--- src/rtl/i2c_tgt_pkg.sv ---
// Shared types and constants for the two-wire register target.
// Assumes a register file of at most 256 bytes addressed by the word pointer.
package i2c_tgt_pkg;
    typedef enum logic [2:0] {
        ST_IDLE,    // waiting for START
        ST_DEV,     // receiving target address byte
        ST_WADR,    // receiving word address byte
        ST_WDAT,    // receiving data bytes
        ST_ACK,     // target drives acknowledge
        ST_RDAT,    // target shifts a byte out
        ST_RACK,    // host acknowledge slot
        ST_WAIT     // silent until START or STOP
    } tgt_state_e;

    localparam logic [7:0] CMD_KEY    = 8'h96;
    localparam logic [7:0] PRESET_ADR = 8'h3C;
    localparam logic [7:0] CALIB_ADR  = 8'h3D;
    localparam int unsigned BYTE_W    = 8;
endpackage

--- src/rtl/i2c_deglitch.sv ---
// Two-flop synchronizer followed by a stability filter. The output follows the
// input only after the input has held a new level for FILT_LEN clock cycles.
// Assumes the idle line level is high.
module i2c_deglitch #(
    parameter int unsigned FILT_LEN = 10
) (
    input  logic clk,
    input  logic rst_n,
    input  logic line_i,
    output logic line_o
);
    localparam int unsigned CW = $clog2(FILT_LEN + 1);

    logic          s1, s2;
    logic [CW-1:0] cnt;

    // Synchronize and accept a new level only once it has been stable long enough.
    always_ff @(posedge clk) begin
        if (!rst_n) begin
            s1     <= 1'b1;
            s2     <= 1'b1;
            line_o <= 1'b1;
            cnt    <= '0;
        end else begin
            s1 <= line_i;
            s2 <= s1;
            if (s2 == line_o) begin
                cnt <= '0;
            end else if (cnt == CW'(FILT_LEN - 1)) begin
                line_o <= s2;
                cnt    <= '0;
            end else begin
                cnt <= cnt + 1'b1;
            end
        end
    end


    filt_settle_chk: assert property (@(posedge clk) disable iff (!rst_n)
        !$stable(line_o) |-> (line_o == $past(s2)) && ($past(cnt) == CW'(FILT_LEN - 1)));
endmodule

--- src/rtl/i2c_bus_cond.sv ---
// Turns filtered clock and data levels into single-cycle clock edges and
// START / STOP events. Assumes both inputs come through equal filter delays.
module i2c_bus_cond (
    input  logic clk,
    input  logic rst_n,
    input  logic scl_f,
    input  logic sda_f,
    output logic scl_rise,
    output logic scl_fall,
    output logic start_det,
    output logic stop_det
);
    logic scl_q, sda_q;

    // Keep the previous filtered levels for edge detection.
    always_ff @(posedge clk) begin
        if (!rst_n) begin
            scl_q <= 1'b1;
            sda_q <= 1'b1;
        end else begin
            scl_q <= scl_f;
            sda_q <= sda_f;
        end
    end

    // Edges and bus conditions from current and previous levels.
    always_comb begin
        scl_rise  = scl_f & ~scl_q;
        scl_fall  = ~scl_f & scl_q;
        start_det = scl_f & scl_q & sda_q & ~sda_f;
        stop_det  = scl_f & scl_q & ~sda_q & sda_f;
    end
endmodule

--- src/rtl/i2c_tgt_fsm.sv ---
// Byte-level protocol engine: address match, word pointer, write strobes,
// command decode and read shifting. Samples data on clock rise and changes
// its own drive on clock fall. rd_data must be valid in the cycle rd_addr shows.
module i2c_tgt_fsm
    import i2c_tgt_pkg::*;
#(
    parameter int unsigned ADDR_W = 6
) (
    input  logic                clk,
    input  logic                rst_n,
    input  logic                scl_rise,
    input  logic                scl_fall,
    input  logic                start_det,
    input  logic                stop_det,
    input  logic                sda_s,
    input  logic [1:0]          addr_sel,
    input  logic [BYTE_W-1:0]   rd_data,
    output logic                sda_oe,
    output logic [ADDR_W-1:0]   ptr,
    output logic                wr_en,
    output logic [ADDR_W-1:0]   wr_addr,
    output logic [BYTE_W-1:0]   wr_data,
    output logic                cmd_preset,
    output logic                cmd_calib
);
    tgt_state_e        state, after_ack;
    logic [3:0]        bitcnt;
    logic [BYTE_W-1:0] rxd, txd;
    logic              host_nack;
    logic              addr_hit, is_key;

    // Address and command key comparisons on the received byte.
    always_comb begin
        addr_hit = (rxd[7:1] == {5'b00000, addr_sel});
        is_key   = (rxd == CMD_KEY);
    end

    // Protocol sequencing, pointer and strobe generation.
    always_ff @(posedge clk) begin
        if (!rst_n) begin
            state      <= ST_IDLE;
            after_ack  <= ST_IDLE;
            bitcnt     <= '0;
            rxd        <= '0;
            txd        <= '0;
            host_nack  <= 1'b0;
            sda_oe     <= 1'b0;
            ptr        <= '0;
            wr_en      <= 1'b0;
            wr_addr    <= '0;
            wr_data    <= '0;
            cmd_preset <= 1'b0;
            cmd_calib  <= 1'b0;
        end else begin
            wr_en      <= 1'b0;
            cmd_preset <= 1'b0;
            cmd_calib  <= 1'b0;
            if (stop_det) begin
                state  <= ST_IDLE;
                sda_oe <= 1'b0;
            end else if (start_det) begin
                state  <= ST_DEV;
                bitcnt <= '0;
                sda_oe <= 1'b0;
            end else begin
                case (state)
                    ST_DEV, ST_WADR, ST_WDAT: begin
                        if (scl_rise) begin
                            rxd    <= {rxd[6:0], sda_s};
                            bitcnt <= bitcnt + 1'b1;
                        end else if (scl_fall && bitcnt == 4'd8) begin
                            bitcnt <= '0;
                            if (state == ST_DEV) begin
                                if (addr_hit) begin
                                    sda_oe    <= 1'b1;
                                    state     <= ST_ACK;
                                    after_ack <= rxd[0] ? ST_RDAT : ST_WADR;
                                end else begin
                                    state <= ST_IDLE;
                                end
                            end else begin
                                sda_oe    <= 1'b1;
                                state     <= ST_ACK;
                                after_ack <= ST_WDAT;
                                if (state == ST_WADR) begin
                                    ptr <= rxd[ADDR_W-1:0];
                                end else begin
                                    ptr <= ptr + 1'b1;
                                    if (is_key && ptr == ADDR_W'(PRESET_ADR))
                                        cmd_preset <= 1'b1;
                                    else if (is_key && ptr == ADDR_W'(CALIB_ADR))
                                        cmd_calib <= 1'b1;
                                    else begin
                                        wr_en   <= 1'b1;
                                        wr_addr <= ptr;
                                        wr_data <= rxd;
                                    end
                                end
                            end
                        end
                    end
                    ST_ACK: begin
                        if (scl_fall) begin
                            state <= after_ack;
                            if (after_ack == ST_RDAT) begin
                                txd    <= {rd_data[6:0], 1'b0};
                                sda_oe <= ~rd_data[7];
                                bitcnt <= 4'd1;
                            end else begin
                                sda_oe <= 1'b0;
                                bitcnt <= '0;
                            end
                        end
                    end
                    ST_RDAT: begin
                        if (scl_fall) begin
                            if (bitcnt == 4'd8) begin
                                sda_oe <= 1'b0;
                                state  <= ST_RACK;
                            end else begin
                                sda_oe <= ~txd[7];
                                txd    <= {txd[6:0], 1'b0};
                                bitcnt <= bitcnt + 1'b1;
                            end
                        end
                    end
                    ST_RACK: begin
                        if (scl_rise) begin
                            host_nack <= sda_s;
                            ptr       <= ptr + 1'b1;
                        end else if (scl_fall) begin
                            if (!host_nack) begin
                                txd    <= {rd_data[6:0], 1'b0};
                                sda_oe <= ~rd_data[7];
                                bitcnt <= 4'd1;
                                state  <= ST_RDAT;
                            end else begin
                                state <= ST_WAIT;
                            end
                        end
                    end
                    default: ;
                endcase
            end
        end
    end


    wr_single_chk: assert property (@(posedge clk) disable iff (!rst_n)
        wr_en |=> !wr_en);


    ptr_advance_chk: assert property (@(posedge clk) disable iff (!rst_n)
        wr_en |-> (ptr == wr_addr + 1'b1));


    stop_release_chk: assert property (@(posedge clk) disable iff (!rst_n)
        stop_det |=> !sda_oe);
endmodule

--- src/rtl/i2c_reg_target.sv ---
// Top of the two-wire register target: line filters, bus condition detector
// and protocol engine. The register file itself lives outside this block.
module i2c_reg_target
    import i2c_tgt_pkg::*;
#(
    parameter int unsigned ADDR_W   = 6,
    parameter int unsigned FILT_LEN = 10
) (
    input  logic              clk,
    input  logic              rst_n,
    input  logic              scl_i,
    input  logic              sda_i,
    input  logic [1:0]        addr_sel,
    input  logic [7:0]        rd_data,
    output logic              sda_oe,
    output logic [ADDR_W-1:0] rd_addr,
    output logic              wr_en,
    output logic [ADDR_W-1:0] wr_addr,
    output logic [7:0]        wr_data,
    output logic              cmd_preset,
    output logic              cmd_calib
);
    localparam int unsigned NLINES = 2;

    logic [NLINES-1:0] raw_l, filt_l;
    logic scl_rise, scl_fall, start_det, stop_det;

    assign raw_l = {sda_i, scl_i};

    // One filter per bus line.
    for (genvar g = 0; g < NLINES; g++) begin : g_filt
        i2c_deglitch #(.FILT_LEN(FILT_LEN)) u_flt (
            .clk    (clk),
            .rst_n  (rst_n),
            .line_i (raw_l[g]),
            .line_o (filt_l[g])
        );
    end

    i2c_bus_cond u_cond (
        .clk       (clk),
        .rst_n     (rst_n),
        .scl_f     (filt_l[0]),
        .sda_f     (filt_l[1]),
        .scl_rise  (scl_rise),
        .scl_fall  (scl_fall),
        .start_det (start_det),
        .stop_det  (stop_det)
    );

    i2c_tgt_fsm #(.ADDR_W(ADDR_W)) u_fsm (
        .clk        (clk),
        .rst_n      (rst_n),
        .scl_rise   (scl_rise),
        .scl_fall   (scl_fall),
        .start_det  (start_det),
        .stop_det   (stop_det),
        .sda_s      (filt_l[1]),
        .addr_sel   (addr_sel),
        .rd_data    (rd_data),
        .sda_oe     (sda_oe),
        .ptr        (rd_addr),
        .wr_en      (wr_en),
        .wr_addr    (wr_addr),
        .wr_data    (wr_data),
        .cmd_preset (cmd_preset),
        .cmd_calib  (cmd_calib)
    );


    strobe_excl_chk: assert property (@(posedge clk) disable iff (!rst_n)
        $onehot0({wr_en, cmd_preset, cmd_calib}));
endmodule

--- config.mk ---
export PLATFORM = sky130hd
export DESIGN_NAME = i2c_reg_target
export DESIGN_NICKNAME = d
export VERILOG_FILES = /design/src/rtl/i2c_tgt_pkg.sv /design/src/rtl/i2c_deglitch.sv /design/src/rtl/i2c_bus_cond.sv /design/src/rtl/i2c_tgt_fsm.sv /design/src/rtl/i2c_reg_target.sv
export SDC_FILE = /design/constraint.sdc
export NUM_CORES = 1
export LEC_CHECK = 0
export ABC_CLOCK_PERIOD_IN_PS = 2150
export BUFFER_PORTS_ARGS = -buffer_cell sky130_fd_sc_hd__buf_2
export CELL_PAD_IN_SITES_DETAIL_PLACEMENT = 1
export CELL_PAD_IN_SITES_GLOBAL_PLACEMENT = 2
export CORE_MARGIN = 1
export CORE_UTILIZATION = 32
export CTS_CLUSTER_SIZE = 24
export DETAILED_ROUTE_END_ITERATION = 12
export PLACE_DENSITY_LB_ADDON = 0.1
export SYNTH_ARGS = -nofsm -noshare
export SYNTH_HDL_FRONTEND = slang
export SYNTH_SLANG_ARGS = --single-unit
--- constraint.sdc ---
create_clock -name clk -period 2.15 [get_ports clk]
set_input_delay 0 -clock clk [delete_from_list [all_inputs] [get_ports clk]]
set_output_delay 0 -clock clk [all_outputs]
set_load 0.05 [all_outputs]
==> After elaboration in Yosys (flattened, before gate mapping) <==
Index checks and enable logic that the tools add are counted.
{ "classes": {"addsub": 4, "bitwise": 25, "reduce_logical": 26, "n_eq_ne": 40, "n_mux": 55} }
{ "op_table": {"columns": ["cell", "count"], "rows": [
  ["$mux 8", 7],
  ["$mux 3", 12],
  ["$mux 4", 9],
  ["$mux 6", 5],
  ["$reduce_and 9->1", 3],
  ["$pmux 8 s3", 1],
  ["$ne 3x2->1 const B", 6],
  ["$not 1->1", 18],
  ["$mux 1", 16],
  ["$pmux 4 s4", 1],
  ["$reduce_and 8->1", 2],
  ["$ne 2x1->1 const B", 7],
  ["$add 4x1->4 const B", 3],
  ["$eq 3x3->1 const B", 4],
  ["$eq 4x4->1 const B", 3],
  ["$eq 6x6->1 const B", 2],
  ["$ne 2x2->1 const B", 6],
  ["$ne 3x3->1 const B", 4],
  ["$pmux 3 s4", 1],
  ["$pmux 6 s2", 1],
  ["$reduce_or 3->1", 4],
  ["$reduce_and 10->1", 1],
  ["$reduce_or 9->1", 1],
  ["$eq 8x8->1 const B", 1],
  ["other kinds (20)", 32]
]} }
{ "word_totals": {"regBits": 67, "word_cells": 174} }

==> Longest topological paths before layout <==
Gate-level depths: netlist of run 1.
{ "logic_depth": {"ltp_word": 7, "ltp_mapped": 9, "ltp_nobuf": 7} }

==> By module <==
A second synthesis of run 1 with hierarchy kept.
{ "hier_totals": {"hier_cells": 370, "hier_area_um2": 3363.2} }
{ "modules_own_cells": {"columns": ["mod", "cells_per_inst", "area_each_um2", "n_inst"], "rows": [
  ["i2c_tgt_fsm", 314, 2735.1, 1],
  ["i2c_deglitch", 24, 271.5, 2],
  ["i2c_bus_cond", 8, 85.1, 1]
]} }

==> Worst setup path before layout of run 1 <==
Ideal clock, no wire load.
{ "synth_timing": {"kind": "register -> register", "start": "reg u_fsm.ptr[3]", "end": "reg u_fsm.wr_addr[0]", "n_path_buf": 2, "path_slack_ns": -0.008, "stages_incl_launch_ff": 8, "period_less_slack_ns": 2.158, "setup_time_ns": 0.128, "arrival_ns": 2.030, "path_cell_list": "dfxtp_1 -> nand2_1 -> or4_4 -> o21bai_2 -> buf_6 -> buf_12 -> mux2i_1 -> nor2_1"} }
{ "synth_via": {"elab_chain_len": 4} }
{ "synth_rtl": {"columns": ["item", "line_no", "source"], "rows": [
  ["start: declaration", "i2c_tgt_fsm.sv:19", "output logic [ADDR_W-1:0] ptr,"],
  ["start signal: assignment", "i2c_tgt_fsm.sv:86", "ptr <= rxd[ADDR_W-1:0];"],
  ["start signal: assignment", "i2c_tgt_fsm.sv:88", "ptr <= ptr + 1'b1;"],
  ["start signal: assignment", "i2c_tgt_fsm.sv:130", "ptr <= ptr + 1'b1;"],
  ["$eq 6x6->1 (on tied branches)", "i2c_tgt_fsm.sv:89, i2c_tgt_fsm.sv:91", null],
  ["$logic_and 1x1->1 (on tied branches)", "i2c_tgt_fsm.sv:89, i2c_tgt_fsm.sv:91", null],
  ["$not 1->1 (no source line)", null, null],
  ["$reduce_and 9->1 (no source line) *", null, null],
  ["end signal: assignment", "i2c_tgt_fsm.sv:95", "wr_addr <= ptr;"],
  ["end: declaration", "i2c_tgt_fsm.sv:21", "output logic [ADDR_W-1:0] wr_addr,"]
]} }
Mark *: on every way between the ends. The rest lies on a longest branch, timed or not.
A chain may end at the register's enable or synchronous reset.

==> Worst setup path after layout of run 1 <==
{ "layout_timing": {"start": "reg u_fsm.rxd[3]", "end": "reg u_fsm.wr_data[5]"} }
{ "layout_via": {"elab_chain_len": 4} }
{ "layout_rtl": {"columns": ["item", "line_no", "source"], "rows": [
  ["start: declaration", "i2c_tgt_fsm.sv:28", "logic [BYTE_W-1:0] rxd, txd;"],
  ["start signal: assignment", "i2c_tgt_fsm.sv:69", "rxd <= {rxd[6:0], sda_s};"],
  ["$eq 8x8->1 *", "i2c_tgt_fsm.sv:35", "is_key = (rxd == CMD_KEY);"],
  ["$logic_and 1x1->1 (on tied branches)", "i2c_tgt_fsm.sv:89, i2c_tgt_fsm.sv:91", null],
  ["$not 1->1 (no source line)", null, null],
  ["$reduce_and 9->1 (no source line) *", null, null],
  ["end signal: assignment", "i2c_tgt_fsm.sv:96", "wr_data <= rxd;"],
  ["end: declaration", "i2c_tgt_fsm.sv:22", "output logic [BYTE_W-1:0] wr_data,"]
]} }
Marks and branches as above.

==> summary.md, run 1 <==
| Metric | Value |
|---|---|
| Outcome | finished, final reports clean |
| Main combinational cell family by area after synthesis | simple AND/OR/NAND/NOR gates |
| XOR/XNOR Fraction of Synth Area | 0.0253 |
| Clk root buf | clkbuf_8 |
| Most frequent cells after synthesis | dfxtp_1 (66), nor2_1 (46), nand2_1 (34), mux2i_1 (27), o21ai_0 (18) |
| Synth Cell Area | 3120 sq um |
| Initial Utilization | 0.335 |
| Worst vdd ir | 0.301 mV |
| 1st-iter DRT viols | 85 |
| Die Span Y | 101 um |
| PwrDens | 592 nW/um^2 |
| Fin util | 0.409 |
| I/O Buffers | 37 |
| Vias in the first global route | 2672 |
| Asr flop ratio synth | 0 |
| DR vias | 2664 |
| Hold Vio Cnt, Final | 0 |
| Number of enable flip-flop cells after synthesis | 0 |
| Worst hold path type | input pin to flop |
| Flop pwr share | 0.544 |
| DRT Wirelength | 7.90 mm |
| Core area | 9330 sq um |
| Storage cell area | 1320 sq um |
| Simple-gate share of the synthesized area | 0.224 |
| Num rows | 35 |
| Post-synth net total | 378 |
| Post-place setup slack | 0.128 ns |
| I/O pin count | 38 |
| Synth top area cells | dfxtp_1 (42%), mux2i_1 (8.7%), nor2_1 (5.5%), nand2_1 (4.1%), ha_1 (3.6%) |
| Post-synth top area share | 0.423 |
| Overall die width | 101 um |
| Final worst path period need | 1.99 ns |
| Required @ worst endpoint | 2.37 ns |
| Drt pass-1 iters | 4 |
| Count leader, synth | dfxtp_1 |
| Crit-path slowest cell | or4_4 |
| Later-pin clock latency in the skew report | 0.34 ns |
| Crit-path cells | or3_1 > or4_4 > o21bai_2 > buf_12 > mux2i_1 > nor2_1 |
| Mapped Cells | 355 |
| Top FF cell, synth | dfxtp_1 |
| Power share of the clock group | 0.430 |
| Antenna fix cells | 0 |
| MaxCap Viol Count | 0 |
| Clock Path Buffers | 2 |
| CP peak stage delay | 0.51 ns |
| Final Skew | 0.00875 ns |
| Final period utilization | 0.927 |
| Synth area leader | dfxtp_1 |
| Synth Area in Adders | 0.0361 |
| Setup Fix Bufs, Post-CTS | 0 |
| Vias per std cell | 4.89 |
| Placer congestion estimate | 0.795 |
| Setup Crit Path Kind | flop to flop |
| Number of synthesis warnings | 0 |
| Post-synth cell types | 51 |
| Total power | 0.00226 W |
| WL/cell | 14.5 um |
| CP Capture Type | flop |
| Synthesis-to-finish area growth | 22.2% |
| Static Leak | 1.66 nW |
| Internal Power | 0.00175 W |
| TNS Setup | 0 ns |
| CTS tree | built |
| Drt drc | 0 |
| Synth Register Bits | 66 |
| Syn_area_per_cell | 8.79 sq um |
| Layout cells sized above 1 | 0.207 |
| Complex-gate fraction of the synthesized area | 0.155 |
| Clk slew on worst S/H paths | 0.07 ns |
| Switching Fraction | 0.225 |
| RSZ-0062 raised after global routing | false |
| Final Net Count | 436 |
| Hold path cells | 3 |
| Final setup margin | 0.156 ns |
| Worst slew margin | 0.638 |
| Fmax | 0.502 GHz |
| Crit-path max FO | 14 |
| Largest net degree at the start of global routing | 35 |
| CTS Buf Count | 9 |
| Die Area | 10200 sq um |
| First-pass GRT wire length | 13.4 mm |
| Total global routing overflow | 0 |
| # setup viols final | 0 |
| Fin. max-slew vios | 0 |
| Sw power | 0.000507 W |
| Worst-Margin Slew | 0.542 ns |
| Mux cell area share after synthesis | 0.0866 |
| Total GRT Usage | 0.171 |
| H-Tree Depth | 3 |
| Initial antenna violation count | 0 |
| CTS Sinks | 66 |
| Startpoint types | flop |
| R2R depth | 6 |
| Fillers | 1137 |
| Post-route ant nets | 0 |
| Multi-input logic area | 1640 sq um |
| CP arrival | 2.21 ns |
| Sequential element share of the synthesized area | 0.423 |
| Post-DP HPWL | 5.63 mm |
| Logic pwr share | 0.025 |
==> power groups by stage <==
| stage | sequential, W | combinational, W | clock, W |
|---|---|---|---|
| finish | 0.00123 | 0.0000570 | 0.000971 |
| detailed placement | 0.00126 | 0.0000525 | 0 |
| global route | 0.00123 | 0.0000646 | 0.00107 |
| CTS | 0.00123 | 0.0000595 | 0.00102 |
| global placement | 0.00126 | 0.0000514 | 0 |
| floorplan | 0.00126 | 0.0000294 | 0 |
==> path summary, 6_finish.rpt <==
check                           from            endpoint  slack, ns
hold reg to reg   g_filt[0].u_flt.s1  g_filt[0].u_flt.s2       0.41
hold / removal            rd_data[2]        u_fsm.txd[3]       0.01
setup reg to reg        u_fsm.rxd[3]    u_fsm.wr_data[5]       0.16
setup / recovery        u_fsm.rxd[3]    u_fsm.wr_data[5]       0.16
==> repair_timing <==
item | in CTS | in global routing
gates resized for setup | 0 | 1
endpoints found under the setup margin | 0 | 2
hold buffers | 5 | 0
endpoints found under the hold margin | 5 | 0
==> placed cells by master, fill, tap and decap left out, types with 2 or more instances in the layout <==
cell type | netlist | routed
a211oi_1 | 9 | 9
a21oi_1 | 16 | 16
a311o_1 | 2 | 2
a311oi_1 | 2 | 2
a31oi_1 | 2 | 2
and2_1 | 2 | 2
and3_1 | 2 | 2
and3b_1 | 2 | 2
buf_12 | 1 | 2
buf_2 | 4 | 37
buf_4 | 0 | 25
clkbuf_8 | 0 | 12
dfxtp_1 | 66 | 64
dfxtp_2 | 0 | 2
dlygate4sd3_1 | 0 | 5
ha_1 | 9 | 9
inv_1 | 11 | 11
mux2i_1 | 27 | 27
nand2_1 | 34 | 34
nand2b_1 | 13 | 13
nand3_1 | 9 | 9
nand3b_1 | 7 | 7
nand4b_1 | 4 | 4
nor2_1 | 46 | 46
nor2b_1 | 5 | 5
nor3_1 | 2 | 2
nor3b_2 | 2 | 2
nor4_1 | 3 | 3
o2111ai_1 | 2 | 2
o211ai_1 | 3 | 3
o21ai_0 | 18 | 18
o21bai_1 | 3 | 3
o221ai_1 | 2 | 2
o22ai_1 | 2 | 2
o311a_1 | 3 | 3
o31ai_1 | 2 | 2
xnor2_1 | 5 | 5
xor2_1 | 4 | 4
==> state kept, by name (all words and copies together) (netlist names), 3 cells and up <==
signal	count
g_filt.u_flt.cnt	8
u_fsm.rxd	8
u_fsm.wr_data	8
u_fsm.txd	7
u_fsm.ptr	6
u_fsm.wr_addr	6
u_fsm.bitcnt	4
u_fsm.after_ack	3
u_fsm.state	3
==> through the flow <==
| step | hold slack (ns) | instance area (sq um) | std cells |
|---|---|---|---|
| floorplan | 0.101 | 3120 | 355 |
| global placement | 0.181 | 3590 | 526 |
| detailed placement | 0.189 | 3590 | 526 |
| CTS | 0.00159 | 3810 | 545 |
| global route | 0.0116 | 3810 | 545 |
| finish | 0.0146 | 3810 | 545 |
==> layer usage <==
metal | part of all wire | global-route usage | routed length [um] | vias to the layer above
met3 | 0.026 | 0.0354 | 202 | 7
li1 | - | - | - | 1354
met4 | 0.012 | 0.0591 | 97 | 0
met5 | 0 | 0 | 0 | -
met2 | 0.45 | 0.271 | 3570 | 35
met1 | 0.51 | 0.231 | 4040 | 1268
==> cell families (layout without fill, tap and decap cells) <==
group,count (synthesis),in the layout
AOI/OAI and AO/OA,72,72
xor gates and xnor gates,9,9
adders and majority gates,9,9
buffers and inverters,34,95
DFF,66,66
muxes,27,27
and+or+nand+nor,138,138
==> worst max-delay path, delay by kind of cell, from the launching register on <==
| family | cells | cell delay (ns) |
|---|---|---|
| AO/OA/AOI/OAI | 1 | 0.22 |
| flip-flops | 1 | 0.31 |
| buffers and inverters | 1 | 0.19 |
| multiplexers | 1 | 0.20 |
| AND/OR/NAND/NOR | 3 | 0.95 |
==> layout make-up <==
cell class	instances	area share
Multi-Input combinational cell	255	0.431
Sequential cell	66	0.347
Inverter	12	0.0118
Timing Repair Buffer	69	0.121
Clock inverter	2	0.00328
Tap cell	129	0.0423
Clock buffer	12	0.0433
(Power assumes the default switching activity.)
==> run 2: changes to the inputs <==
--- a/config.mk
+++ b/config.mk
@@ -14,6 +14,7 @@
 export CTS_CLUSTER_SIZE = 24
 export DETAILED_ROUTE_END_ITERATION = 12
 export PLACE_DENSITY_LB_ADDON = 0.1
+export RECOVER_POWER = 50
 export SYNTH_ARGS = -nofsm -noshare
 export SYNTH_HDL_FRONTEND = slang
 export SYNTH_SLANG_ARGS = --single-unit
==> run 2 against run 1 <==
- setup slack worse by 0.00083 ns
- fmax barely moved
- worst hold slack improved by 0.00083 ns
==> summary.md, run 2 (synthesis gave the netlist of run 1 again) <==
| Metric | Value |
|---|---|
| Outcome | finished, final reports clean |
| R2R depth | 6 (unchanged) |
| Top flop regs | g_filt.u_flt.cnt (8), u_fsm.rxd (8), u_fsm.wr_data (8) |
| Layout cells sized above 1 | 0.142 (-0.0649) |
| Total GRT Usage | 0.171 (unchanged) |
| Commonest non-fill, non-tap cells in the layout | dfxtp_1 (64), nor2_1 (46), nand2_1 (34), mux2i_1 (27), clkbuf_1 (27) |
| Clk root buf | clkbuf_8 |
| RSZ-0062 raised after global routing | false |
| CP arrival | 2.22 ns (about the same) |
| Hold path cells | 3 (unchanged) |
| Required @ worst endpoint | 2.37 ns (about the same) |
| Crit-path max FO | 14 (unchanged) |
| Vias per std cell | 4.87 (-0.34%) |
| 1st-iter DRT viols | 68 (-20%) |
| I/O Buffers | 37 (unchanged) |
| Final setup margin | 0.155 ns (-0.000831 ns) |
| Initial Utilization | 0.335 (unchanged) |
| Clock Path Buffers | 2 (unchanged) |
| Hold_sp | rd_data[2] |
| Final cell count without fillers | 545 (unchanged) |
| # setup viols final | 0 (unchanged) |
| TNS Setup | 0 ns (unchanged) |
| Dpl cells | 526 (unchanged) |
| Hold Path Sink | u_fsm.txd[3] |
| Placer congestion estimate | 0.795 (unchanged) |
| Most common cell after layout, fill and taps aside | dfxtp_1 |
| Worst-Margin Slew | 0.608 ns (+0.0652 ns) |
| Final period utilization | 0.928 (about the same) |
| Startpoint types | flop |
| Vias in the first global route | 2672 (unchanged) |
| H-Tree Depth | 3 (unchanged) |
| Critical R2R Launch | u_fsm.rxd[3] |
| Fmax | 0.501 GHz (about the same) |
| Worst slew margin | 0.597 (-0.0417) |
| Synthesis-to-finish area growth | 20.8% |
| WL/cell | 14.5 um (+0.32%) |
| CTS Buf Count | 9 (unchanged) |
| First-pass GRT wire length | 13.4 mm (unchanged) |
| Core area | 9330 sq um (unchanged) |
| Worst vdd ir | 0.300 mV (-0.25%) |
| Total global routing overflow | 0 (unchanged) |
| DR vias | 2655 (-0.34%) |
| Flop2flop setup slack | 0.16 ns (about the same) |
| Post-place setup slack | 0.128 ns (unchanged) |
| Later-pin clock latency in the skew report | 0.34 ns (about the same) |
| Static Leak | 1.55 nW (-7.0%) |
| CTS tree | built |
| Post-DP HPWL | 5.63 mm (unchanged) |
| Final worst path period need | 1.99 ns (+0.000831 ns) |
| Setup Fix Bufs, Post-CTS | 0 (unchanged) |
| Drt pass-1 iters | 4 (unchanged) |
| Num rows | 35 (unchanged) |
| Die Area | 10200 sq um (unchanged) |
| Die Span Y | 101 um (unchanged) |
| Hold Vio Cnt, Final | 0 (unchanged) |
| CP Capture Type | flop |
| MaxCap Viol Count | 0 (unchanged) |
| PwrDens | 598 nW/um^2 (+1.1%) |
| Antenna fix cells | 0 (unchanged) |
| Drt drc | 0 (unchanged) |
| Setup Crit Path Kind | flop to flop |
| DRT Wirelength | 7.93 mm (+0.32%) |
| Worst hold path type | input pin to flop |
| Overall die width | 101 um (unchanged) |
| I/O pin count | 38 (unchanged) |
| Cell area after layout | 3770 sq um (-1.1%) |
| Initial antenna violation count | 0 (unchanged) |
| Final Net Count | 436 (unchanged) |
| DP Area | 3590 sq um (unchanged) |
| Reg2Reg Capture Point | u_fsm.wr_data[7] |
| Final Skew | 0.00908 ns (+0.000336 ns) |
| Fin. max-slew vios | 0 (unchanged) |
| Post-route ant nets | 0 (unchanged) |
| CTS Sinks | 66 (unchanged) |
| Clk slew on worst S/H paths | 0.07 ns (about the same) |
| Hold slack | 0.0154 ns (+0.000831 ns) |
| Largest net degree at the start of global routing | 35 (unchanged) |
## run 2: cell count changes in the layout (fill, tap and decap cells not counted)
cell	delta
buf_2	-24
buf_4	-4
clkbuf_1	+27
clkbuf_2	+1
## run 2: area by class of cell
cell class / instances / area [sq um]
fillers: 1150 / 5560
multi-input cells: 255 / 1640
flip-flops and latches: 66 / 1320
repair buffers: 69 / 419
clock buffers: 12 / 165
well taps: 129 / 161
inverters: 12 / 45.0
clock inverters: 2 / 12.5
## run 2: worst max path at each step
stage	from	endpoint	slack, ns	cells past startpoint
floorplan	u_fsm.ptr[2]	u_fsm.wr_addr[0]	0.006	7
global placement	u_fsm.state[1]	u_fsm.bitcnt[3]	0.10	6
detailed placement	u_fsm.state[1]	u_fsm.bitcnt[3]	0.13	6
CTS	u_fsm.state[1]	u_fsm.bitcnt[3]	0.12	6
global route	g_filt[0].u_flt.line_o	u_fsm.rxd[4]	0.01	7
finish	u_fsm.rxd[3]	u_fsm.wr_data[7]	0.16	6
## run 2: worst max-delay path, stage by stage (launching register included)
cell      delay [ns]
dfxtp_1         0.31
or3_1           0.38
or4_4           0.51
o21bai_2        0.22
buf_12          0.19
mux2i_1         0.21
nor2_1          0.05
## run 2: layer usage
metal  routed length, um  GRT usage
met4                  97     0.0591
met5                   0          0
met2                3570      0.271
met1                4060      0.231
met3                 202     0.0354
## run 2: metrics by stage
stage          power, W  utilization
2_1_floorplan   0.00129            -
3_3_place_gp    0.00131        0.384
3_5_place_dp    0.00131        0.384
4_1_cts         0.00231        0.409
5_1_grt         0.00236        0.404
6_report        0.00226        0.404
## run 2: power breakdown
group          switching (W)  internal, W  total (W)
combinational      0.0000325    0.0000245  0.0000570
sequential        0.00000244      0.00123    0.00123
clock               0.000471     0.000499   0.000969
total               0.000506      0.00175    0.00226
## run 2: timing repair
action | 4_1_cts | 5_1_grt
setup endpoints to repair | 0 | 2
hold buffers | 5 | 0
hold endpoints to repair | 5 | 0
gates resized for setup | 0 | 1
